## src/rtl/dcs_pkg.sv

```systemverilog
package dcs_pkg;
   typedef enum logic [3:0] {
      S_IDLE, S_RD_HEAD, S_RD_LEN, S_RD_ALO, S_RD_AHI, S_CHK, S_RUN,
      S_WR_USED, S_WR_CMPL, S_RD_LINK, S_WR_HEAD, S_RD_WAKE, S_IRQ,
      S_RD_MISS, S_WR_MISS
   } seq_state_e;

   // control block word offsets
   localparam int unsigned CB_HEAD_OFS = 1;
   localparam int unsigned CB_WAKE_OFS = 4;
   localparam int unsigned CB_MISS_OFS = 5;
   // descriptor word offsets
   localparam int unsigned DS_LINK_OFS = 0;
   localparam int unsigned DS_CMPL_OFS = 3;
   localparam int unsigned DS_USED_OFS = 4;
   localparam int unsigned DS_LEN_OFS  = 5;
   localparam int unsigned DS_ALO_OFS  = 6;
   localparam int unsigned DS_AHI_OFS  = 7;
endpackage

```

## src/rtl/dcs_mem_if.sv

```systemverilog
module dcs_mem_if #(
   parameter int unsigned AW = 16,
   parameter int unsigned DW = 16
) (
   input  logic          clk,
   input  logic          rst_n,
   input  logic          go,
   input  logic          we,
   input  logic [AW-1:0] addr,
   input  logic [DW-1:0] wdata,
   output logic          done,
   output logic [DW-1:0] rdata,
   output logic          mem_req,
   output logic          mem_we,
   output logic [AW-1:0] mem_addr,
   output logic [DW-1:0] mem_wdata,
   input  logic          mem_ready,
   input  logic          mem_rvalid,
   input  logic [DW-1:0] mem_rdata
);
   typedef enum logic [1:0] {P_IDLE, P_REQ, P_WAIT} port_state_e;

   port_state_e   pst;
   logic          we_q, done_q;
   logic [AW-1:0] addr_q;
   logic [DW-1:0] wdata_q, rdata_q;

   always_ff @(posedge clk) begin
      if (!rst_n) begin
         pst     <= P_IDLE;
         we_q    <= 1'b0;
         done_q  <= 1'b0;
         addr_q  <= '0;
         wdata_q <= '0;
         rdata_q <= '0;
      end else begin
         done_q <= 1'b0;
         case (pst)
            P_IDLE: if (go) begin
               we_q    <= we;
               addr_q  <= addr;
               wdata_q <= wdata;
               pst     <= P_REQ;
            end
            P_REQ: if (mem_ready) begin
               if (we_q) begin
                  done_q <= 1'b1;
                  pst    <= P_IDLE;
               end else begin
                  pst <= P_WAIT;
               end
            end
            P_WAIT: if (mem_rvalid) begin
               rdata_q <= mem_rdata;
               done_q  <= 1'b1;
               pst     <= P_IDLE;
            end
            default: pst <= P_IDLE;
         endcase
      end
   end

   assign mem_req   = (pst == P_REQ);
   assign mem_we    = we_q;
   assign mem_addr  = addr_q;
   assign mem_wdata = wdata_q;
   assign done      = done_q;
   assign rdata     = rdata_q;

   AST_ONE_OUTSTANDING: assert property (@(posedge clk) disable iff (!rst_n)
      go |-> (pst == P_IDLE));
   AST_REQ_HELD: assert property (@(posedge clk) disable iff (!rst_n)
      (mem_req && !mem_ready) |=> (mem_req && $stable(mem_addr) && $stable(mem_we) && $stable(mem_wdata)));
endmodule

```

## src/rtl/dcs_buf_gate.sv

```systemverilog
module dcs_buf_gate #(
   parameter int unsigned DW         = 16,
   parameter int unsigned MIN_LEN    = 4,
   parameter int unsigned ALIGN_BITS = 2
) (
   input  logic [DW-1:0] len,
   input  logic [DW-1:0] addr_lo,
   output logic          ok
);
   logic len_ok, align_ok;

   assign len_ok = (len >= DW'(MIN_LEN));

   generate
      if (ALIGN_BITS == 0) begin : g_noalign
         assign align_ok = 1'b1;
      end else begin : g_align
         assign align_ok = (addr_lo[ALIGN_BITS-1:0] == '0);
      end
   endgenerate

   assign ok = len_ok && align_ok;
endmodule

```

## src/rtl/dcs_chain_seq.sv

```systemverilog
module dcs_chain_seq
   import dcs_pkg::*;
#(
   parameter int unsigned AW          = 16,
   parameter int unsigned DW          = 16,
   parameter bit          IS_RX       = 1'b1,
   parameter int unsigned MIN_LEN     = 4,
   parameter int unsigned ALIGN_BITS  = 2,
   parameter logic [15:0] BADBUF_CODE = 16'h6400
) (
   input  logic            clk,
   input  logic            rst_n,
   input  logic [AW-1:0]   cb_base,
   input  logic            go,
   output logic            mem_req,
   output logic            mem_we,
   output logic [AW-1:0]   mem_addr,
   output logic [DW-1:0]   mem_wdata,
   input  logic            mem_ready,
   input  logic            mem_rvalid,
   input  logic [DW-1:0]   mem_rdata,
   output logic            buf_valid,
   output logic [2*DW-1:0] buf_addr,
   output logic [DW-1:0]   buf_len,
   input  logic            dp_done,
   input  logic [DW-1:0]   dp_used,
   input  logic [DW-1:0]   dp_status,
   output logic            discard,
   output logic            irq,
   output logic [DW-1:0]   irq_mask
);
   localparam logic [DW-1:0] BAD_WORD = DW'(BADBUF_CODE);

   initial begin
      assert (AW <= DW) else $fatal(1, "pointer word narrower than address");
      assert (DW >= 16) else $fatal(1, "data word below 16 bits");
      assert (MIN_LEN > 0) else $fatal(1, "minimum length must be positive");
      assert (ALIGN_BITS < 8) else $fatal(1, "alignment too coarse");
   end

   seq_state_e    st, null_next, after_irq;
   logic          drop_bad;
   logic          issued, mem_st, m_go, m_we, m_done, buf_ok;
   logic [AW-1:0] m_addr, head;
   logic [DW-1:0] m_wdata, m_rdata;
   logic [DW-1:0] len_q, alo_q, ahi_q, used_q, cmpl_q, scratch_q, wake_q;

   generate
      if (IS_RX) begin : g_rx
         assign null_next = S_RD_MISS;
         assign after_irq = S_IDLE;
         assign drop_bad  = 1'b1;
      end else begin : g_tx
         assign null_next = S_IDLE;
         assign after_irq = S_RD_HEAD;
         assign drop_bad  = 1'b0;
      end
   endgenerate

   dcs_buf_gate #(.DW(DW), .MIN_LEN(MIN_LEN), .ALIGN_BITS(ALIGN_BITS)) u_gate (
      .len(len_q), .addr_lo(alo_q), .ok(buf_ok));

   dcs_mem_if #(.AW(AW), .DW(DW)) u_port (
      .clk(clk), .rst_n(rst_n), .go(m_go), .we(m_we), .addr(m_addr),
      .wdata(m_wdata), .done(m_done), .rdata(m_rdata),
      .mem_req(mem_req), .mem_we(mem_we), .mem_addr(mem_addr),
      .mem_wdata(mem_wdata), .mem_ready(mem_ready), .mem_rvalid(mem_rvalid),
      .mem_rdata(mem_rdata));

   always_comb begin
      mem_st  = 1'b1;
      m_we    = 1'b0;
      m_addr  = head;
      m_wdata = scratch_q;
      case (st)
         S_RD_HEAD: m_addr = cb_base + AW'(CB_HEAD_OFS);
         S_RD_LEN:  m_addr = head + AW'(DS_LEN_OFS);
         S_RD_ALO:  m_addr = head + AW'(DS_ALO_OFS);
         S_RD_AHI:  m_addr = head + AW'(DS_AHI_OFS);
         S_WR_USED: begin m_we = 1'b1; m_addr = head + AW'(DS_USED_OFS); m_wdata = used_q; end
         S_WR_CMPL: begin m_we = 1'b1; m_addr = head + AW'(DS_CMPL_OFS); m_wdata = cmpl_q; end
         S_RD_LINK: m_addr = head + AW'(DS_LINK_OFS);
         S_WR_HEAD: begin m_we = 1'b1; m_addr = cb_base + AW'(CB_HEAD_OFS); end
         S_RD_WAKE: m_addr = cb_base + AW'(CB_WAKE_OFS);
         S_RD_MISS: m_addr = cb_base + AW'(CB_MISS_OFS);
         S_WR_MISS: begin m_we = 1'b1; m_addr = cb_base + AW'(CB_MISS_OFS); m_wdata = scratch_q + DW'(1); end
         default:   mem_st = 1'b0;
      endcase
   end

   assign m_go = mem_st && !issued;

   always_ff @(posedge clk) begin
      if (!rst_n) begin
         st        <= S_IDLE;
         issued    <= 1'b0;
         head      <= '0;
         len_q     <= '0;
         alo_q     <= '0;
         ahi_q     <= '0;
         used_q    <= '0;
         cmpl_q    <= '0;
         scratch_q <= '0;
         wake_q    <= '0;
      end else begin
         if (m_go)   issued <= 1'b1;
         if (m_done) issued <= 1'b0;
         case (st)
            S_IDLE: if (go) st <= S_RD_HEAD;
            S_RD_HEAD: if (m_done) begin
               head <= m_rdata[AW-1:0];
               st   <= (m_rdata == '0) ? null_next : S_RD_LEN;
            end
            S_RD_LEN: if (m_done) begin len_q <= m_rdata; st <= S_RD_ALO; end
            S_RD_ALO: if (m_done) begin alo_q <= m_rdata; st <= S_RD_AHI; end
            S_RD_AHI: if (m_done) begin ahi_q <= m_rdata; st <= S_CHK; end
            S_CHK: begin
               if (buf_ok) begin
                  st <= S_RUN;
               end else begin
                  used_q <= '0;
                  cmpl_q <= BAD_WORD;
                  st     <= S_WR_USED;
               end
            end
            S_RUN: if (dp_done) begin
               used_q <= dp_used;
               cmpl_q <= dp_status;
               st     <= S_WR_USED;
            end
            S_WR_USED: if (m_done) st <= S_WR_CMPL;
            S_WR_CMPL: if (m_done) st <= S_RD_LINK;
            S_RD_LINK: if (m_done) begin scratch_q <= m_rdata; st <= S_WR_HEAD; end
            S_WR_HEAD: if (m_done) st <= S_RD_WAKE;
            S_RD_WAKE: if (m_done) begin wake_q <= m_rdata; st <= S_IRQ; end
            S_IRQ:     st <= after_irq;
            S_RD_MISS: if (m_done) begin scratch_q <= m_rdata; st <= S_WR_MISS; end
            S_WR_MISS: if (m_done) st <= S_IDLE;
            default:   st <= S_IDLE;
         endcase
      end
   end

   assign buf_valid = (st == S_RUN);
   assign buf_addr  = {ahi_q, alo_q};
   assign buf_len   = len_q;
   assign irq       = (st == S_IRQ);
   assign irq_mask  = wake_q;
   assign discard   = ((st == S_WR_MISS) && m_done) ||
                      (drop_bad && (st == S_CHK) && !buf_ok);

   // records acceptance of the completion-word write for the current descriptor
   logic cmpl_seen;
   always_ff @(posedge clk) begin
      if (!rst_n)    cmpl_seen <= 1'b0;
      else if (irq)  cmpl_seen <= 1'b0;
      else if (mem_req && mem_ready && mem_we && (mem_addr == head + AW'(DS_CMPL_OFS)))
                     cmpl_seen <= 1'b1;
   end

   AST_IRQ_SINGLE: assert property (@(posedge clk) disable iff (!rst_n)
      irq |=> !irq);
   AST_CMPL_BEFORE_IRQ: assert property (@(posedge clk) disable iff (!rst_n)
      irq |-> cmpl_seen);
   AST_BUF_HELD: assert property (@(posedge clk) disable iff (!rst_n)
      (buf_valid && !dp_done) |=> (buf_valid && $stable(buf_addr) && $stable(buf_len)));
   AST_BUF_MIN_LEN: assert property (@(posedge clk) disable iff (!rst_n)
      buf_valid |-> (buf_len >= DW'(MIN_LEN)));
   AST_TX_NO_MISS_WRITE: assert property (@(posedge clk) disable iff (!rst_n)
      (mem_req && mem_we && (mem_addr == cb_base + AW'(CB_MISS_OFS))) |-> IS_RX);
   AST_IRQ_NOT_WITH_DISCARD: assert property (@(posedge clk) disable iff (!rst_n)
      discard |-> !irq);
endmodule

```

## config.mk

```make
export PLATFORM = sky130hd
export DESIGN_NAME = dcs_chain_seq
export DESIGN_NICKNAME = d
export VERILOG_FILES = /design/src/rtl/dcs_pkg.sv /design/src/rtl/dcs_mem_if.sv /design/src/rtl/dcs_buf_gate.sv /design/src/rtl/dcs_chain_seq.sv
export SDC_FILE = /design/constraint.sdc
export NUM_CORES = 1
export LEC_CHECK = 0
export CORE_UTILIZATION = 23
export DETAILED_ROUTE_END_ITERATION = 12
export PLACE_DENSITY_LB_ADDON = 0.08
export SYNTH_ARGS = -nofsm -noshare
export SYNTH_HDL_FRONTEND = slang
export SYNTH_HIERARCHICAL = 1
export SYNTH_SLANG_ARGS = --single-unit
```

## constraint.sdc

```tcl
create_clock -name clk -period 8.1 [get_ports clk]
set_input_delay 1.62 -clock clk [delete_from_list [all_inputs] [get_ports clk]]
set_output_delay 1.62 -clock clk [all_outputs]
set_load 0.01 [all_outputs]
```

==> results.sh, run 1 <==
export IMPL_htree_levels=4
export IMPL_timing_fmax_mhz=203.0
export IMPL_grt_usage=0.1898
export IMPL_cts_tree="done"
export IMPL_ctsRootBufferMaster="clkbuf_16"
export IMPL_r2r_slack_ps=3990
export IMPL_start_util=0.2333
export IMPL_yosys_area_top_type="dfxtp_1"
export IMPL_tightestPinTransition_ps=1143
export IMPL_cp_cell_sequence="nor2b_1 -> nand2_1 -> inv_1 -> buf_4 -> clkdlybuf4s50_1"
export IMPL_wl_per_cell_um=20.85
export IMPL_fin_skew_ps=11.88
export IMPL_syn_nets=1495
export IMPL_end_kind="primary output"
export IMPL_drt_iter0_markers=817
export IMPL_grt_max_degree=122
export IMPL_path_class="reg -> out"
export IMPL_async_flop_share=0
export IMPL_antennaDiodeCount=0
export IMPL_slew_violations=0
export IMPL_yosys_top_cells_count="nand2_1 (383), dfxtp_1 (185), a21boi_0 (135)"
export IMPL_fin_crit_ps=4927
export IMPL_ir_drop_uv=181.8
export IMPL_finalSetupViolations=0
export IMPL_area_growth_pct=25.37
export IMPL_maxSlewHeadroom=0.2380
export IMPL_required_ps=6480
export IMPL_rsz0062_at_grt="no"
export IMPL_wl_met1_um=21400
export IMPL_whs_path_depth=2
export IMPL_seq_area_frac_synth=0.3499
export IMPL_yosysTopAreaCellShare=0.3499
export IMPL_globalplace_congestion=0.8851
export IMPL_r2r_end="u_port/mem_addr[14]"
export IMPL_ys_ff_latch=185
export IMPL_syn_avg_cell_area_um2=7.486
export IMPL_cts_inserted_buffers=17
export IMPL_synth_area_um2=10590
export IMPL_synthTopCellsByArea="dfxtp_1 (35%), nand2_1 (14%), a21boi_0 (9.6%)"
export IMPL_fin_tns_setup_ps=0
export IMPL_path_clk_slew_ps=70
export IMPL_synthDistinctLibCells=72
export IMPL_totalPowerFinal_mw=3.025
export IMPL_yosys_most_used_dff="dfxtp_1"
export IMPL_post_cts_repair_setup_buffers=0
export IMPL_numPortBuffers=170
export IMPL_postRouteAntennaNets=0
export IMPL_wl_um=44170
export IMPL_fp_dieW_um=216.5
export IMPL_slowest_delay_ps=940
export IMPL_synthMostInstantiatedCell="nand2_1"
export IMPL_clockBufferDepth=2
export IMPL_std_cell_rows=78
export IMPL_synth_warnings=6
export IMPL_holdPathEnd="issued"
export IMPL_drc=0
export IMPL_met2WireLength_um=19070
export IMPL_die_y_um=216.5
export IMPL_clock_latency_ps=460
export IMPL_r2r_start="st[0]"
export IMPL_fin_cells=2118
export IMPL_wl_met3_um=3119
export IMPL_route_vias_total=10453
export IMPL_slowest_stage="dfxtp_1"
export IMPL_grt_pass1_wl_um=66760
export IMPL_run_status="finished, final reports clean"
export IMPL_core_area_um2=45380
export IMPL_cts_sinks=185
export IMPL_dr_pass1_iters=5
export IMPL_place_inst=2086
export IMPL_cp_data_arrival_time_ps=3310
export IMPL_synth_cells=1414
export IMPL_dp_hpwl_um=30950
export IMPL_ctsResizeCount=0
export IMPL_reg2reg_depth=13
export IMPL_hold_class="reg -> reg"
export IMPL_die_area_um2=46890
export IMPL_finalCritPeriodShare=0.6082
export IMPL_cp_startpoint="st[1]"
export IMPL_top_layer="met5"
export IMPL_via_per_inst=4.935
export IMPL_finalHoldViolCount=0
export IMPL_drv_cap=0
export IMPL_leakagePower_nw=4.098
export IMPL_cp_max_fo=30
export IMPL_start_kind="register"
export IMPL_antenna_found_initial=4
export IMPL_io_pin_count=171
export IMPL_final_layout_size_suffix_gt1_frac=0.04084
export IMPL_power_density_nw_per_um2=228.0
export IMPL_first_global_vias=10057
export IMPL_place_ws_ps=3553
export IMPL_synth_edf_count=0
export IMPL_overflow=0
export IMPL_hold_buffers=0
export IMPL_layout_nets=1586
export IMPL_hp_start="issued"
export IMPL_worst_slack_ps=3173
[worst max path at each step]
stage	end	slack, ps	cells after the start
after floorplan	u_port/mem_addr[14]	4480	12
after global placement	u_port/mem_addr[10]	3550	12
after detailed placement	u_port/mem_addr[10]	3550	12
after CTS	buf_valid	3070	5
after global routing	buf_valid	2870	5
final	buf_valid	3170	5
[cell families after synthesis]
group | count (synthesis) | share of synthesized area
flops | 185 | 0.3499
mux | 18 | 0.01832
simple gates | 624 | 0.2583
xor+xnor | 58 | 0.04870
buf+inv | 133 | 0.05402
compound gates | 385 | 0.2578
fa+ha+maj | 11 | 0.01300
[sequential cells by signal, summed over array words and instances (netlist names), 4 cells and up]
name              flops
ahi_q                16
alo_q                16
buf_len              16
cmpl_q               16
head                 16
irq_mask             16
scratch_q            16
st                    4
u_port/mem_addr      16
u_port/mem_wdata     16
u_port/rdata         16
used_q               16
[layout make-up]
class	count	area, µm²
clock inverter	13	182.7
sequential	185	3704
multi-input combinational	1096	6310
clock buffer	19	432.9
inverter	19	71.32
fill	4983	32110
tap	600	750.7
timing repair buffer	186	1819
[worst max-delay path: cells and delay by family, from the launching register on]
family	cells	cell delay, ps
flip-flops	1	940
buffers and inverters	3	1000
AND/OR/NAND/NOR	2	900
[placed cells by master (no fill, tap or decap), types with 12 or more instances in the layout]
cell,count
a21boi_0,135
a21boi_1,41
a21oi_1,33
a22oi_1,16
a31oi_1,17
and3_1,13
buf_4,17
clkbuf_16,17
clkdlybuf4s50_1,169
dfxtp_1,185
inv_1,18
mux2i_1,16
nand2_1,383
nand3_1,73
nor2_1,47
nor3_1,35
nor4_1,12
o211ai_1,12
o21ai_0,56
xnor2_1,32
xor2_1,25
[power breakdown]
| part | internal [mW] | switching (mW) | leakage (nW) |
|---|---|---|---|
| Clock | 0.497 | 0.414 | 0.300 |
| Combinational | 0.365 | 0.701 | 2.31 |
| Sequential | 0.956 | 0.0930 | 1.49 |
| Total | 1.82 | 1.21 | 4.10 |
[through the flow]
stage / cell area [µm²] / util / hold WS (ps)
floorplan: 10590 / - / 421.3
global placement: 12650 / 0.2789 / 437.5
detailed placement: 12650 / 0.2789 / 438.5
CTS: 13270 / 0.2924 / 449.9
global route: 13270 / 0.2924 / 462.5
finish: 13270 / 0.2924 / 447.1
[layer usage]
layer	up-vias	GRT usage
met5	-	0
met4	6	0.04460
met3	35	0.04982
met2	318	0.2779
met1	4987	0.2735
li1	5107	-
(Power assumes the default switching activity.)
==> inputs of run 2 (changes only) <==
==> constraint.sdc (replaced) <==
create_clock -name clk -period 4.3 [get_ports clk]
set_input_delay 0.86 -clock clk [delete_from_list [all_inputs] [get_ports clk]]
set_output_delay 0.86 -clock clk [all_outputs]
set_load 0.01 [all_outputs]
==> results.sh, run 2 (synthesis gave the netlist of run 1 again) <==
export IMPL_place_inst=2102
export IMPL_path_class="reg -> out"
export IMPL_finalHoldViolCount=0
export IMPL_grt_max_degree=98
export IMPL_first_global_vias=10199
export IMPL_fin_skew_ps=26.97
export IMPL_ctsRootBufferMaster="clkbuf_16"
export IMPL_dr_pass1_iters=6
export IMPL_slowest_stage="dfxtp_1"
export IMPL_core_area_um2=45380
export IMPL_fin_cells=2136
export IMPL_htree_levels=4
export IMPL_clockBufferDepth=2
export IMPL_wl_per_cell_um=20.90
export IMPL_worst_slack_ps=365.8
export IMPL_cts_tree="done"
export IMPL_drc=0
export IMPL_leakagePower_nw=4.174
export IMPL_fin_tns_setup_ps=0
export IMPL_cts_sinks=185
export IMPL_timing_fmax_mhz=254.2
export IMPL_cp_data_arrival_time_ps=3070
export IMPL_drv_cap=0
export IMPL_utilization=0.2950
export IMPL_required_ps=3440
export IMPL_clock_latency_ps=480
export IMPL_cts_inserted_buffers=17
export IMPL_end_kind="primary output"
export IMPL_maxSlewHeadroom=0.3425
export IMPL_ctsResizeCount=0
export IMPL_cp_max_fo=16
export IMPL_path_clk_slew_ps=80
export IMPL_die_y_um=216.5
export IMPL_place_ws_ps=598.9
export IMPL_grt_pass1_wl_um=67120
export IMPL_fp_dieW_um=216.5
export IMPL_route_vias_total=10436
export IMPL_finalSetupViolations=0
export IMPL_postRouteAntennaNets=0
export IMPL_mostFrequentLayoutCell="nand2_1"
export IMPL_slew_violations=0
export IMPL_area_growth_pct=26.45
export IMPL_finalCritPeriodShare=0.9149
export IMPL_numPortBuffers=170
export IMPL_start_kind="register"
export IMPL_std_cell_rows=78
export IMPL_grt_usage=0.1907
export IMPL_ir_drop_uv=257.0
export IMPL_layout_nets=1602
export IMPL_hold_class="reg -> reg"
export IMPL_power_density_nw_per_um2=425.5
export IMPL_fin_crit_ps=3934
export IMPL_tightestPinTransition_ps=973.8
export IMPL_globalplace_congestion=0.8729
export IMPL_final_cell_mix="nand2_1 (383), dfxtp_1 (185), clkdlybuf4s50_1 (169), a21boi_0 (135), nand3_1 (73)"
export IMPL_antenna_found_initial=3
export IMPL_via_per_inst=4.886
export IMPL_post_cts_repair_setup_buffers=0
export IMPL_cp_cell_sequence="buf_4 -> nor2b_1 -> nand2_1 -> inv_1 -> clkdlybuf4s50_1"
export IMPL_hold_buffers=0
export IMPL_dp_hpwl_um=31820
export IMPL_final_layout_size_suffix_gt1_frac=0.05215
export IMPL_fill_cells=4950
export IMPL_run_status="finished, final reports clean"
export IMPL_wl_um=44650
export IMPL_start_util=0.2333
export IMPL_drt_iter0_markers=847
export IMPL_io_pin_count=171
export IMPL_die_area_um2=46890
export IMPL_slowest_delay_ps=640
export IMPL_overflow=0
export IMPL_rsz0062_at_grt="no"
==> run 2: cell types whose count changed in the layout (fill, tap and decap cells not counted), sizes merged <==
| cell | delta |
|---|---|
| buf | +16 |
| clkinv | +3 |
| bufinv | -2 |
| diode | +2 |
| inv | -2 |
| clkbuf | +1 |
==> run 2: report_power, final <==
part / total, mW / switching [mW] / leakage (nW) / internal [mW]
combinational: 2.11 / 1.37 / 2.39 / 0.740
sequential: 1.95 / 0.146 / 1.49 / 1.80
clock: 1.64 / 0.790 / 0.290 / 0.850
total: 5.69 / 2.30 / 4.17 / 3.39
==> run 2: routing by layer <==
metal  vias to the layer above  wire (µm)  global-route usage
li1                       5138          -                   -
met1                      4948      21510              0.2638
met2                       314      19340              0.2881
met3                        32       3237             0.05404
met4                         4        535             0.04859
met5                         -         27                   0
==> run 2: metrics by stage <==
stage | cell area [µm²] | hold slack, ps | power [mW]
global route | 13380 | 479.7 | 6.042
detailed placement | 12790 | 437.8 | 4.109
finish | 13390 | 450.7 | 5.695
global placement | 12790 | 432.2 | 4.122
CTS | 13380 | 450.2 | 5.789
floorplan | 10590 | 421.3 | 3.259
==> run 2: critical path, delay by kind of cell, from the launching register on <==
| kind | cells | cell delay [ps] |
|---|---|---|
| buf+inv | 3 | 1060 |
| simple gates | 2 | 900 |
| flops | 1 | 640 |
==> run 2: path summary, 6_finish.rpt <==
kind | slack, ps | from | cells past startpoint | endpoint
worst max-delay path | 370 | st[1] | 5 | buf_valid
worst min-delay path | 450 | issued | 2 | issued
worst max register to register | 810 | st[1] | 6 | u_port/mem_wdata[14]
worst min register to register | 450 | issued | 2 | issued
==> run 2: cell type report <==
class,instances,area [µm²],area share
clock inverters,12,132.6,0.009908
inverters,19,71.32,0.005328
well taps,600,750.7,0.05609
multi-input cells,1096,6314,0.4717
clock buffers,20,456.7,0.03412
diodes,2,5.005,0.0003739
flip-flops and latches,185,3704,0.2767
repair buffers,202,1952,0.1458
